**src/rtl/memmap_pkg.sv**
```systemverilog
package memmap_pkg;
  localparam int ROM_CODE_W = 3;
  localparam int ADDR_W     = 16;

  typedef enum logic [1:0] {
    DM_ALL_EXT = 2'b00,
    DM_LOW_INT = 2'b01,
    DM_RSV     = 2'b10,
    DM_LOCKED  = 2'b11
  } dmode_e;

  // Byte limit of on-chip program store for a size code (17 bits so 64 kB fits).
  function automatic logic [ADDR_W:0] rom_limit(input logic [ROM_CODE_W-1:0] code);
    logic [ADDR_W:0] lim;
    lim = '0;
    if (code != 3'd0 && code <= 3'd5)
      lim = (ADDR_W+1)'(1) << (code + 3'd1 + 4'd8);
    return lim;
  endfunction

  function automatic logic rom_code_legal(input logic [ROM_CODE_W-1:0] code);
    return code <= 3'd5;
  endfunction
endpackage

```
**src/rtl/mm_timed_access.sv**
```systemverilog
module mm_timed_access #(
  parameter logic [7:0] KEY_A   = 8'hAA,
  parameter logic [7:0] KEY_B   = 8'h55,
  parameter int         WIN_CYC = 3
) (
  input  logic       clk,
  input  logic       rst_n,
  input  logic       ta_wr,
  input  logic [7:0] wdata,
  input  logic       mcycle,
  output logic       win_open
);
  localparam int CNT_W = $clog2(WIN_CYC + 1);

  typedef enum logic [1:0] {TA_IDLE, TA_ARMED, TA_OPEN} ta_state_e;
  ta_state_e        st;
  logic [CNT_W-1:0] cnt;

  always_ff @(posedge clk or negedge rst_n) begin
    if (!rst_n) begin
      st  <= TA_IDLE;
      cnt <= '0;
    end else if (ta_wr) begin
      if (wdata == KEY_A) begin
        st <= TA_ARMED;
      end else if (wdata == KEY_B && st == TA_ARMED) begin
        st  <= TA_OPEN;
        cnt <= CNT_W'(WIN_CYC);
      end else begin
        st <= TA_IDLE;
      end
    end else if (st == TA_OPEN && mcycle) begin
      if (cnt == CNT_W'(1)) st <= TA_IDLE;
      cnt <= cnt - CNT_W'(1);
    end
  end

  assign win_open = (st == TA_OPEN);
endmodule

```
**src/rtl/mm_prog_decode.sv**
```systemverilog
module mm_prog_decode
  import memmap_pkg::*;
(
  input  logic                  fetch_req,
  input  logic [ADDR_W-1:0]     fetch_addr,
  input  logic                  ext_access_n,
  input  logic [ROM_CODE_W-1:0] code,
  output logic                  prog_int_sel,
  output logic                  pse_n
);
  logic go_ext;

  always_comb begin
    go_ext       = !ext_access_n || ({1'b0, fetch_addr} >= rom_limit(code));
    prog_int_sel = fetch_req && !go_ext;
    pse_n        = !(fetch_req && go_ext);
  end
endmodule

```
**src/rtl/mm_data_decode.sv**
```systemverilog
module mm_data_decode
  import memmap_pkg::*;
#(
  parameter logic [ADDR_W-1:0] SRAM_LAST = 16'h03FF,
  parameter logic [ADDR_W-1:0] STAT_ADDR = 16'hFFFC
) (
  input  logic              data_rd,
  input  logic              data_wr,
  input  logic [ADDR_W-1:0] data_addr,
  input  logic [1:0]        dme,
  input  logic [2:0]        lock_bits,
  output logic              data_int_sel,
  output logic              data_ext_rd,
  output logic              data_ext_wr,
  output logic              data_blocked,
  output logic              stat_valid,
  output logic [7:0]        stat_rdata
);
  logic acc, low, ext, intl, blk, stat;

  always_comb begin
    acc  = data_rd || data_wr;
    low  = data_addr <= SRAM_LAST;
    ext  = 1'b0;
    intl = 1'b0;
    blk  = 1'b0;
    stat = 1'b0;
    unique case (dmode_e'(dme))
      DM_ALL_EXT: ext = acc;
      DM_LOW_INT: begin
        intl = acc && low;
        ext  = acc && !low;
      end
      DM_RSV: blk = acc;
      DM_LOCKED: begin
        if (low)                                intl = acc;
        else if (data_addr == STAT_ADDR && data_rd && !data_wr) stat = 1'b1;
        else                                    blk  = acc;
      end
      default: blk = acc;
    endcase
    data_int_sel = intl;
    data_ext_rd  = ext && data_rd;
    data_ext_wr  = ext && data_wr && !data_rd;
    data_blocked = blk;
    stat_valid   = stat;
    stat_rdata   = stat ? {5'b0, lock_bits} : 8'h00;
  end
endmodule

```
**src/rtl/memmap_decoder.sv**
```systemverilog
module memmap_decoder
  import memmap_pkg::*;
#(
  parameter int                WIN_CYC   = 3,
  parameter logic [ADDR_W-1:0] SRAM_LAST = 16'h03FF,
  parameter logic [ADDR_W-1:0] STAT_ADDR = 16'hFFFC
) (
  input  logic        clk,
  input  logic        rst_n,
  input  logic        mcycle,
  input  logic        sfr_wr,
  input  logic        sfr_sel,
  input  logic [7:0]  sfr_wdata,
  input  logic        fetch_req,
  input  logic [15:0] fetch_addr,
  input  logic        ext_access_n,
  input  logic        data_rd,
  input  logic        data_wr,
  input  logic [15:0] data_addr,
  input  logic [1:0]  dme,
  input  logic [2:0]  lock_bits,
  output logic [2:0]  rom_size_code,
  output logic        prog_int_sel,
  output logic        pse_n,
  output logic        data_int_sel,
  output logic        data_ext_rd,
  output logic        data_ext_wr,
  output logic        data_blocked,
  output logic        stat_valid,
  output logic [7:0]  stat_rdata
);
  localparam logic [ROM_CODE_W-1:0] CODE_RST = 3'd5;

  logic                  win_open;
  logic                  ta_wr;
  logic                  rom_wr_accept;
  logic [ROM_CODE_W-1:0] code_q;

  assign ta_wr         = sfr_wr && !sfr_sel;
  assign rom_wr_accept = sfr_wr && sfr_sel && win_open &&
                         rom_code_legal(sfr_wdata[ROM_CODE_W-1:0]);

  mm_timed_access #(.WIN_CYC(WIN_CYC)) u_ta (
    .clk(clk), .rst_n(rst_n), .ta_wr(ta_wr), .wdata(sfr_wdata),
    .mcycle(mcycle), .win_open(win_open)
  );

  always_ff @(posedge clk or negedge rst_n) begin
    if (!rst_n)             code_q <= CODE_RST;
    else if (rom_wr_accept) code_q <= sfr_wdata[ROM_CODE_W-1:0];
  end
  assign rom_size_code = code_q;

  mm_prog_decode u_prog (
    .fetch_req(fetch_req), .fetch_addr(fetch_addr), .ext_access_n(ext_access_n),
    .code(code_q), .prog_int_sel(prog_int_sel), .pse_n(pse_n)
  );

  mm_data_decode #(.SRAM_LAST(SRAM_LAST), .STAT_ADDR(STAT_ADDR)) u_data (
    .data_rd(data_rd), .data_wr(data_wr), .data_addr(data_addr), .dme(dme),
    .lock_bits(lock_bits), .data_int_sel(data_int_sel), .data_ext_rd(data_ext_rd),
    .data_ext_wr(data_ext_wr), .data_blocked(data_blocked),
    .stat_valid(stat_valid), .stat_rdata(stat_rdata)
  );
endmodule

```
**config.mk**
```make
export PLATFORM = sky130hd
export DESIGN_NAME = memmap_decoder
export DESIGN_NICKNAME = d
export VERILOG_FILES = /design/src/rtl/memmap_pkg.sv /design/src/rtl/mm_timed_access.sv /design/src/rtl/mm_prog_decode.sv /design/src/rtl/mm_data_decode.sv /design/src/rtl/memmap_decoder.sv
export SDC_FILE = /design/constraint.sdc
export NUM_CORES = 1
export LEC_CHECK = 0
export ABC_CLOCK_PERIOD_IN_PS = 2700
export BUFFER_PORTS_ARGS = -buffer_cell sky130_fd_sc_hd__buf_2
export CAP_MARGIN = 20
export CORE_ASPECT_RATIO = 0.6
export CORE_MARGIN = 1.5
export CORE_UTILIZATION = 38
export DETAILED_ROUTE_END_ITERATION = 10
export PLACE_DENSITY = 0.8
export SYNTH_ARGS = -nofsm -noshare
export SYNTH_HDL_FRONTEND = slang
export SYNTH_HIERARCHICAL = 1
export SYNTH_SLANG_ARGS = --single-unit
export TNS_END_PERCENT = 100
```
**constraint.sdc**
```tcl
create_clock -name clk -period 2.7 [get_ports clk]
set_clock_uncertainty 0.15 [all_clocks]
set_input_delay 0.27 -clock clk [delete_from_list [all_inputs] [get_ports clk]]
set_output_delay 0.27 -clock clk [all_outputs]
set_load 0.05 [all_outputs]
```
== Word level (Yosys, flattened, before mapping) ==
Index checks and enable logic that the tools add are counted.
Word-level totals
  register bits: 7
  output and inout port bits: 18
  word-level logic and storage cells: 73
Cells by class
  add/sub/neg operators: 3
  magnitude comparators: 4
  eq/ne operators: 11
  shift-type cells: 1
  muxes and demuxes: 20
  reductions and logical operators: 31
Operators with widths (count)
  two-way mux 2 bit: 9
  >= comparator 16 x 17 -> 1 bit: 1
  two-way mux 17 bit: 1
  left shift 1 x 4 -> 17 bit (first input constant): 1
  equality test 16 bit (second input constant): 1
  less-or-equal comparator 16 x 10 -> 1 bit (second input constant): 1
  logical AND 1 bit: 16
  equality test 8 x 7 -> 1 bit (second input constant): 1
  equality test 8 bit (second input constant): 1
  logical NOT 1 bit: 7
  equality test 2 x 1 -> 1 bit (second input constant): 3
  equality test 2 bit (second input constant): 3
  less-or-equal comparator 3 bit (second input constant): 2
  two-way mux 1 bit: 6
  case mux 1 bit (2 select lines): 3
  adder 3 x 1 -> 4 bit (second input constant): 1
  adder 4 bit (second input constant): 1
  nonzero test 2 bit: 2
  two-way mux 3 bit: 1
  AND reduction 3 bit: 1
  nonzero test 3 bit: 1
  logical NOT 2 bit: 1
  logical OR 1 bit: 2
  inequality test 2 x 1 -> 1 bit (second input constant): 1
  3 further kinds: 3

== Depth between registers and ports, before layout ==
Gate-level depths: netlist of the first run.
  word-level depth: 8
  depth in mapped cells: 6

== Modules after synthesis ==
Netlist of the first run, hierarchy kept.
By module, submodules not included
  mm_prog_decode: instances 1, cells an instance 30, area each 249.0 um2
  mm_timed_access: instances 1, cells an instance 24, area each 247.7 um2
  mm_data_decode: instances 1, cells an instance 31, area each 210.2 um2
  memmap_decoder: instances 1, cells an instance 11, area each 140.1 um2

== Least setup slack after synthesis of the first run ==
OpenSTA, ideal clock, no wires.
  path kind: input to output
  start: input data_addr[11]
  end: output data_ext_wr
  arrival time: 3.110 ns
  data required time: 2.280 ns
  setup slack: -0.830 ns
  stages: 4
  cells stage by stage: nor4_1 and2_1 clkbuf_1 a2111oi_0
Between the ends
  word-level cells in the longest chain between the ends: 6
RTL lines
  start: declaration: RTL line memmap_decoder.sv:19  | input logic [15:0] data_addr,
  less-or-equal comparator 16 x 10 -> 1 bit: RTL line mm_data_decode.sv:23  | low = data_addr <= SRAM_LAST;
  logical NOT 1 bit: RTL line mm_data_decode.sv:32  | ext = acc && !low;
  logical AND 1 bit: RTL line mm_data_decode.sv:32
  case mux 1 bit (2 select lines): RTL line mm_data_decode.sv:28  | unique case (dmode_e'(dme))
  logical AND 1 bit (2 in series): RTL line mm_data_decode.sv:44  | data_ext_wr = ext && data_wr && !data_rd;
  end: declaration: RTL line memmap_decoder.sv:27  | output logic data_ext_wr,
No other way between the ends.

== Worst setup path in the final report of the first run ==
  start: register code_q[0], in the netlist rom_size_code[0]
  end: output pse_n
Between the ends
  word-level cells in the longest chain between the ends: 8
  elaborated cells between the ends (all ways): 11
RTL lines
  start: declaration: RTL line memmap_decoder.sv:37  | logic [ROM_CODE_W-1:0] code_q;
  start signal: assignment: RTL line memmap_decoder.sv:50  | else if (rom_wr_accept) code_q <= sfr_wdata[ROM_CODE_W-1:0];
  adder 3 x 1 -> 4 bit: RTL line memmap_pkg.sv:17  | lim = (ADDR_W+1)'(1) << (code + 3'd1 + 4'd8);
  adder 4 bit: RTL line memmap_pkg.sv:17
  left shift 1 x 4 -> 17 bit: RTL line memmap_pkg.sv:17
  two-way mux 17 bit *: RTL line memmap_pkg.sv:16  | if (code != 3'd0 && code <= 3'd5)
  >= comparator 16 x 17 -> 1 bit *: RTL line mm_prog_decode.sv:14  | go_ext = !ext_access_n || ({1'b0, fetch_addr} >= rom_limit(code));
  logical OR 1 bit *: RTL line mm_prog_decode.sv:14
  logical AND 1 bit *: RTL line mm_prog_decode.sv:16  | pse_n = !(fetch_req && go_ext);
  logical NOT 1 bit *: RTL line mm_prog_decode.sv:16
  end: declaration: RTL line memmap_decoder.sv:24  | output logic pse_n,
Every way passes the cells marked *; elsewhere a longest branch is shown, timed or not.

==> reports/qor.txt, run 1 <==
Syn Inst Count - 96
total die area - 2531 um2
CP max FO - 6
largest net degree at the start of global routing - 8
DRC Markers - 0
post-synth top area share - 14.77%
drt pass-1 iters - 4
post-synthesis register bit count - 7
ys flop type - dfrtp_1
Via density - 5.141
Critical Path AT - 2230 ps
via count - 987
die width - 63.95 um
first-pass GRT wire length - 3933 um
layout net count - 229
CP Capture Type - primary output
leading post-synthesis cells by cell area - dfrtp_1, ha_1, dfstp_2, and4bb_2, buf_4
H-Tree Depth - 1
critical path class - register to primary output
Initial Util - 43.07%
Sum Neg Setup Slack - 0 ps
Clock Latency Late Sink - 230 ps
RSZ-0062 raised after global routing - yes
Yosys Warn Count - 6
footprint of the multi-input gates - 705.7 um2
fin crit period - 2650 ps
Slew @ Worst Pin - 608.0 ps
Inserted Clock Buffers - 3
Layout Cells excl Fill - 192
Tot GR Track Use - 20.66%
Post-synth EDFFs - 0
routed len/inst - 12.35 um
DP HPWL - 2021 um
WL final - 2372 um
CTS tree - yes
Hold Path Class - input pin to register
Synth cell types - 40
endpoints failing setup - 0
share of cells above drive strength 1 - 51.22%
GRT overflow - 0
Pwr per Cell Area - 392.8 nW/um2
Worst EP required - 2280 ps
Pwr Total - 519.0 uW
synth cell count leaders - ha_1, inv_1, nand2_1, o21ai_0
max-slew violations - 0
count leader, synth - ha_1
Reg area - 177.7 um2
outcome - finished, final reports clean
clk sink count - 7
mapped cell area - 847.1 um2
Util after Layout - 67.18%
clk buf depth - 2
initial antenna violation count - 0
Cells after DPL - 186
final critical-path share of the clock period - 98.15%
Port Buffers - 61
Final GP Congestion - 0.7197
largest vdd supply drop - 0.0002074 V
Fmax - 377.4 MHz
cell taking the most area after synthesis - dfrtp_1
cell area after layout - 1321 um2
core area - 1967 um2
max_cap viols - 0
Rows - 12
syn_area_per_cell - 8.824 um2
vias in the first global route - 936
Final Hold Fails - 0
startpoint types - register
part of the Yosys area used for sequential elements - 20.97%
Worst R2R Setup Slack - 1290 ps
Root Driver - clkbuf_8
antenna viol nets, final - 0
Ports - 72
die height - 39.57 um
Slew HR - 59.04%
Worst-path clk slew - 40 ps
# fillers - 161
total leakage power - 0.6534 nW
dpl cell area - 1206 um2
Iter 0 DRT Violations - 23
Antenna diodes - 0
Async SR Flop Fraction - 100.0%
Syn-to-layout area delta - 55.98%
-- power breakdown --
| part | switching, mW | leakage, nW | internal [mW] | total [mW] |
|---|---|---|---|---|
| clock network | 0.0474 | 0.0228 | 0.102 | 0.150 |
| registers | 0.0149 | 0.0854 | 0.126 | 0.141 |
| logic | 0.134 | 0.545 | 0.0944 | 0.229 |
-- cell families (layout without fill, tap and decap cells) --
family                   after synthesis  count (layout)  share of synthesized area [%]
AO/OA/AOI/OAI                         21              21                          17.87
XOR/XNOR                               1               1                          1.034
adder cells (fa/ha/maj)               10              10                          14.77
buffers and inverters                 12              73                          7.533
flip-flops                             7               7                          20.97
multiplexers                           1               1                          1.329
other                                  2               9                         0.8866
AND/OR/NAND/NOR                       42              42                          35.60
-- cell usage in the layout (no fill, tap or decap), types with 2 or more instances in the layout --
master and count:
ha_1 9, nor4bb_1 2, clkbuf_8 3, nor4_1 4, buf_2 59, nor2_1 5, dfrtp_1 5, buf_6 2
nand3_1 3, o22a_1 2, nor2b_1 2, nand4_1 3, and4bb_2 3, o21ai_0 5, inv_1 6, conb_1 9
nand3b_1 2, nand2_1 6, dfstp_2 2
-- critical path, cell delays in order, from the launching register on --
cell,delay [ps]
dfstp_2,370
buf_4,150
or3b_1,380
ha_1,300
a41oi_1,240
a211oi_2,100
o31ai_4,280
buf_6,190
-- metrics by stage --
stage	worst slack (ps)	hold WS [ps]
2_1_floorplan	-469.4	-175.6
3_3_place_gp	35.74	-36.87
3_5_place_dp	-43.03	-38.95
4_1_cts	1.781	145.7
5_1_grt	-37.90	164.6
6_report	50.00	154.1
-- final cells by class --
cell class | count | share of cell area (%)
clock buffers | 4 | 3.409
inverters | 6 | 1.705
repair buffers | 63 | 25.38
well taps | 28 | 2.652
flip-flops and latches | 7 | 13.45
multi-input cells | 84 | 53.41
-- sequential cells by signal (all words and copies together), names as in the netlist --
register and cells:
rom_size_code 3, u_ta/cnt 2, u_ta/st 2
-- worst paths after layout --
kind / start / to / depth (start not counted)
setup / recovery: rom_size_code[0] / pse_n / 7
hold / removal: sfr_wdata[0] / rom_size_code[0] / 2
setup reg to reg: u_ta/st[1] / rom_size_code[0] / 5
hold reg to reg: u_ta/cnt[0] / u_ta/cnt[0] / 2
max in group asynchronous: rst_n / rom_size_code[2] / 2
min in group asynchronous: rst_n / rom_size_code[1] / 2
-- per-layer routing --
layer,share of wire (%),vias up,GRT usage [%]
met5,0,-,0
met4,0.42,0,6.522
met3,7.0,2,5.172
met2,48,45,37.76
met1,44,442,24.53
li1,-,498,-
-- repair_timing --
item                                   in CTS  in global routing
gates resized for setup                     7                  4
cloned                                      0                  0
endpoints found under the hold margin       7                  0
pin swaps                                   3                  1
hold buffers                                1                  0
setup endpoints to repair                   2                  2
setup buffers                               1                  0
Note: power is estimated with default switching activity, not from simulation.
==> run 2: changes to the inputs <==
- BUFFER_PORTS_ARGS: -buffer_cell sky130_fd_sc_hd__buf_2 -> default
- CAP_MARGIN: 20 -> 15
- CORE_ASPECT_RATIO: 0.6 -> default
- CORE_UTILIZATION: 38 -> 50
- DONT_BUFFER_PORTS: default -> 1
- PLACE_DENSITY: 0.8 -> default
==> run 2 against run 1 <==
Against the previous run:
- sequential cell count unchanged
- hold slack got worse by 140 ps
- cell count decreased by 32%
- first-iteration DRC count decreased by 52%
- clock power decreased by 36%
- critical path depth decreased by 1
- combinational power decreased by 15%
- die area decreased by 23%
- core utilization increased by 4.6 points
- sequential power about the same
- largest power group unchanged
- highest routed layer is now met3
==> reports/qor.txt, run 2 (same netlist as run 1, synthesis figures left out) <==
Final Hold Fails - 0 (unchanged)
drt pass-1 iters - 4 (unchanged)
critical path class - register to primary output (unchanged)
clk sink count - 7 (unchanged)
clk buf depth - 2 (unchanged)
switching pwr - 171.7 uW (was 196.4 uW)
total die area - 1950 um2 (was 2531 um2)
Via density - 6.069 (was 5.141)
max_cap viols - 0 (unchanged)
core area - 1541 um2 (was 1967 um2)
total leakage power - 0.4546 nW (was 0.6534 nW)
via count - 795 (was 987)
Tot GR Track Use - 19.61% (was 20.66%)
Final Worst Setup Slack - 28.98 ps (was 50.00 ps)
Syn-to-layout area delta - 30.58% (was 55.98%)
critical-path cell list - or3b_4, ha_4, a211oi_2, nor3_2, nor4b_4, buf_12 (was buf_4, or3b_1, ha_1, a41oi_1, a211oi_2, o31ai_4, buf_6)
Pwr per Cell Area - 389.0 nW/um2 (was 392.8 nW/um2)
CP Capture Type - primary output (unchanged)
largest vdd supply drop - 0.0003307 V (was 0.0002074 V)
Crit-path slowest cell - dfstp_2 (was or3b_1)
max-slew violations - 0 (unchanged)
clock power share - 22.2% (was 28.8%)
Slew HR - 60.30% (was 59.04%)
cell area after layout - 1106 um2 (was 1321 um2)
largest net degree at the start of global routing - 8 (unchanged)
Fmax - 374.4 MHz (was 377.4 MHz)
Inserted Clock Buffers - 3 (unchanged)
Slew @ Worst Pin - 589.3 ps (was 608.0 ps)
Iter 0 DRT Violations - 11 (was 23)
Rows - 14 (was 12)
dpl cell area - 1010 um2 (was 1206 um2)
antenna viol nets, final - 0 (unchanged)
endpoints failing setup - 0 (unchanged)
combinational share of power - 45.4% (was 44.0%)
routed len/inst - 15.38 um (was 12.35 um)
Power Internal - 258.6 uW (was 322.6 uW)
top routing layer in use - met3 (was met4)
Seq pwr share - 32.5% (was 27.1%)
die height - 44.16 um (was 39.57 um)
share of cells above drive strength 1 - 35.65% (was 51.22%)
Hold Path Class - input pin to register (unchanged)
Setup WS pre-CTS - -52.28 ps (was -43.03 ps)
most frequent cells in the layout - buf_4, conb_1, ha_1 (was buf_2, conb_1, ha_1)
Worst EP required - 2280 ps (about the same)
Root Driver - clkbuf_4 (was clkbuf_8)
Initial Util - 54.95% (was 43.07%)
initial antenna violation count - 0 (unchanged)
GRT overflow - 0 (unchanged)
startpoint types - register (unchanged)
die width - 44.16 um (was 63.95 um)
Slowest Stage Delay on Critical Path - 540 ps (was 380 ps)
Ports - 72 (unchanged)
CP max FO - 3 (was 6)
Sw Ratio - 39.90% (was 37.85%)
most common cell after layout, fill and taps aside - buf_4 (was buf_2)
number of flip-flops in the largest register - 3 (unchanged)
WL met1 - 789 um (was 1048 um)
Sum Neg Setup Slack - 0 ps (unchanged)
RSZ-0062 raised after global routing - yes (unchanged)
first-pass GRT wire length - 2918 um (was 3933 um)
Port Buffers - 0 (was 61)
H-Tree Depth - 1 (unchanged)
fin crit period - 2671 ps (was 2650 ps)
CTS tree - yes (unchanged)
Final GP Congestion - 0.6540 (was 0.7197)
vias in the first global route - 728 (was 936)
layout net count - 180 (was 229)
DRC Markers - 0 (unchanged)
Clock Latency Late Sink - 250 ps (was 230 ps)
WL final - 2015 um (was 2372 um)
WL met2 - 1017 um (was 1148 um)
final critical-path share of the clock period - 98.93% (was 98.15%)
WL met3 - 209 um (was 165 um)
outcome - finished, final reports clean (unchanged)
Critical Path AT - 2250 ps (was 2230 ps)
Antenna diodes - 0 (unchanged)
Worst-path clk slew - 50 ps (was 40 ps)
## run 2: changes by cell type in the layout (fill, tap and decap cells not counted), sizes merged
| cell | before | now |
|---|---|---|
| buf | 62 | 13 |
## run 2: area by class of cell
cell class | instances | area (um2)
Tap cell | 16 | 20.02
Fill cell | 114 | 435.4
Clock buffer | 4 | 26.28
Timing Repair Buffer | 14 | 123.9
Inverter | 6 | 22.52
Sequential cell | 7 | 177.7
Multi-Input combinational cell | 84 | 735.7
## run 2: timing repair
action	CTS	global route
endpoints found under the hold margin	7	0
gates resized for setup	3	5
hold buffers	1	0
pin swaps	2	2
setup endpoints to repair	2	2
buffers inserted	2	0
## run 2: worst paths after layout
kind                                         end              from  slack (ps)  cells after the start
worst max register to register  rom_size_code[0]        u_ta/st[0]        1280                      4
min in group asynchronous            u_ta/cnt[0]             rst_n         200                      1
max in group asynchronous       rom_size_code[2]             rst_n        1910                      1
worst max-delay path                prog_int_sel  rom_size_code[0]          30                      6
worst min register to register       u_ta/cnt[1]       u_ta/cnt[1]         420                      2
worst min-delay path            rom_size_code[1]      sfr_wdata[1]          20                      1
## run 2: metrics by stage
step / power, mW / util, % / hold slack (ps) / instances
final: 0.4302 / 71.75 / 18.73 / 131
after global routing: 0.4548 / 71.75 / 15.40 / 131
after CTS: 0.4172 / 69.89 / 9.329 / 131
after detailed placement: 0.3067 / 65.50 / -175.4 / 124
after global placement: 0.3017 / 65.50 / -175.4 / 124
after floorplan: 0.2774 / - / -175.6 / 103
## run 2: routing by layer
layer  vias up  global-route usage, %
met3         0                  3.265
met5         -                      0
met4         0                  5.455
li1        398                      -
met1       352                  25.45
met2        45                  33.53
## run 2: critical path, delay by kind of cell (launching register included)
kind | cells | cell delay, ps
simple gates | 3 | 820
fa+ha+maj | 1 | 230
flops | 1 | 540
compound gates | 1 | 230
buf+inv | 1 | 180
## run 2: power groups by stage
stage | registers (mW) | clock network [mW] | logic, mW
2_1_floorplan | 0.162 | 0 | 0.115
3_3_place_gp | 0.141 | 0 | 0.161
3_5_place_dp | 0.142 | 0 | 0.165
4_1_cts | 0.139 | 0.0977 | 0.181
5_1_grt | 0.142 | 0.102 | 0.211
6_report | 0.140 | 0.0953 | 0.195
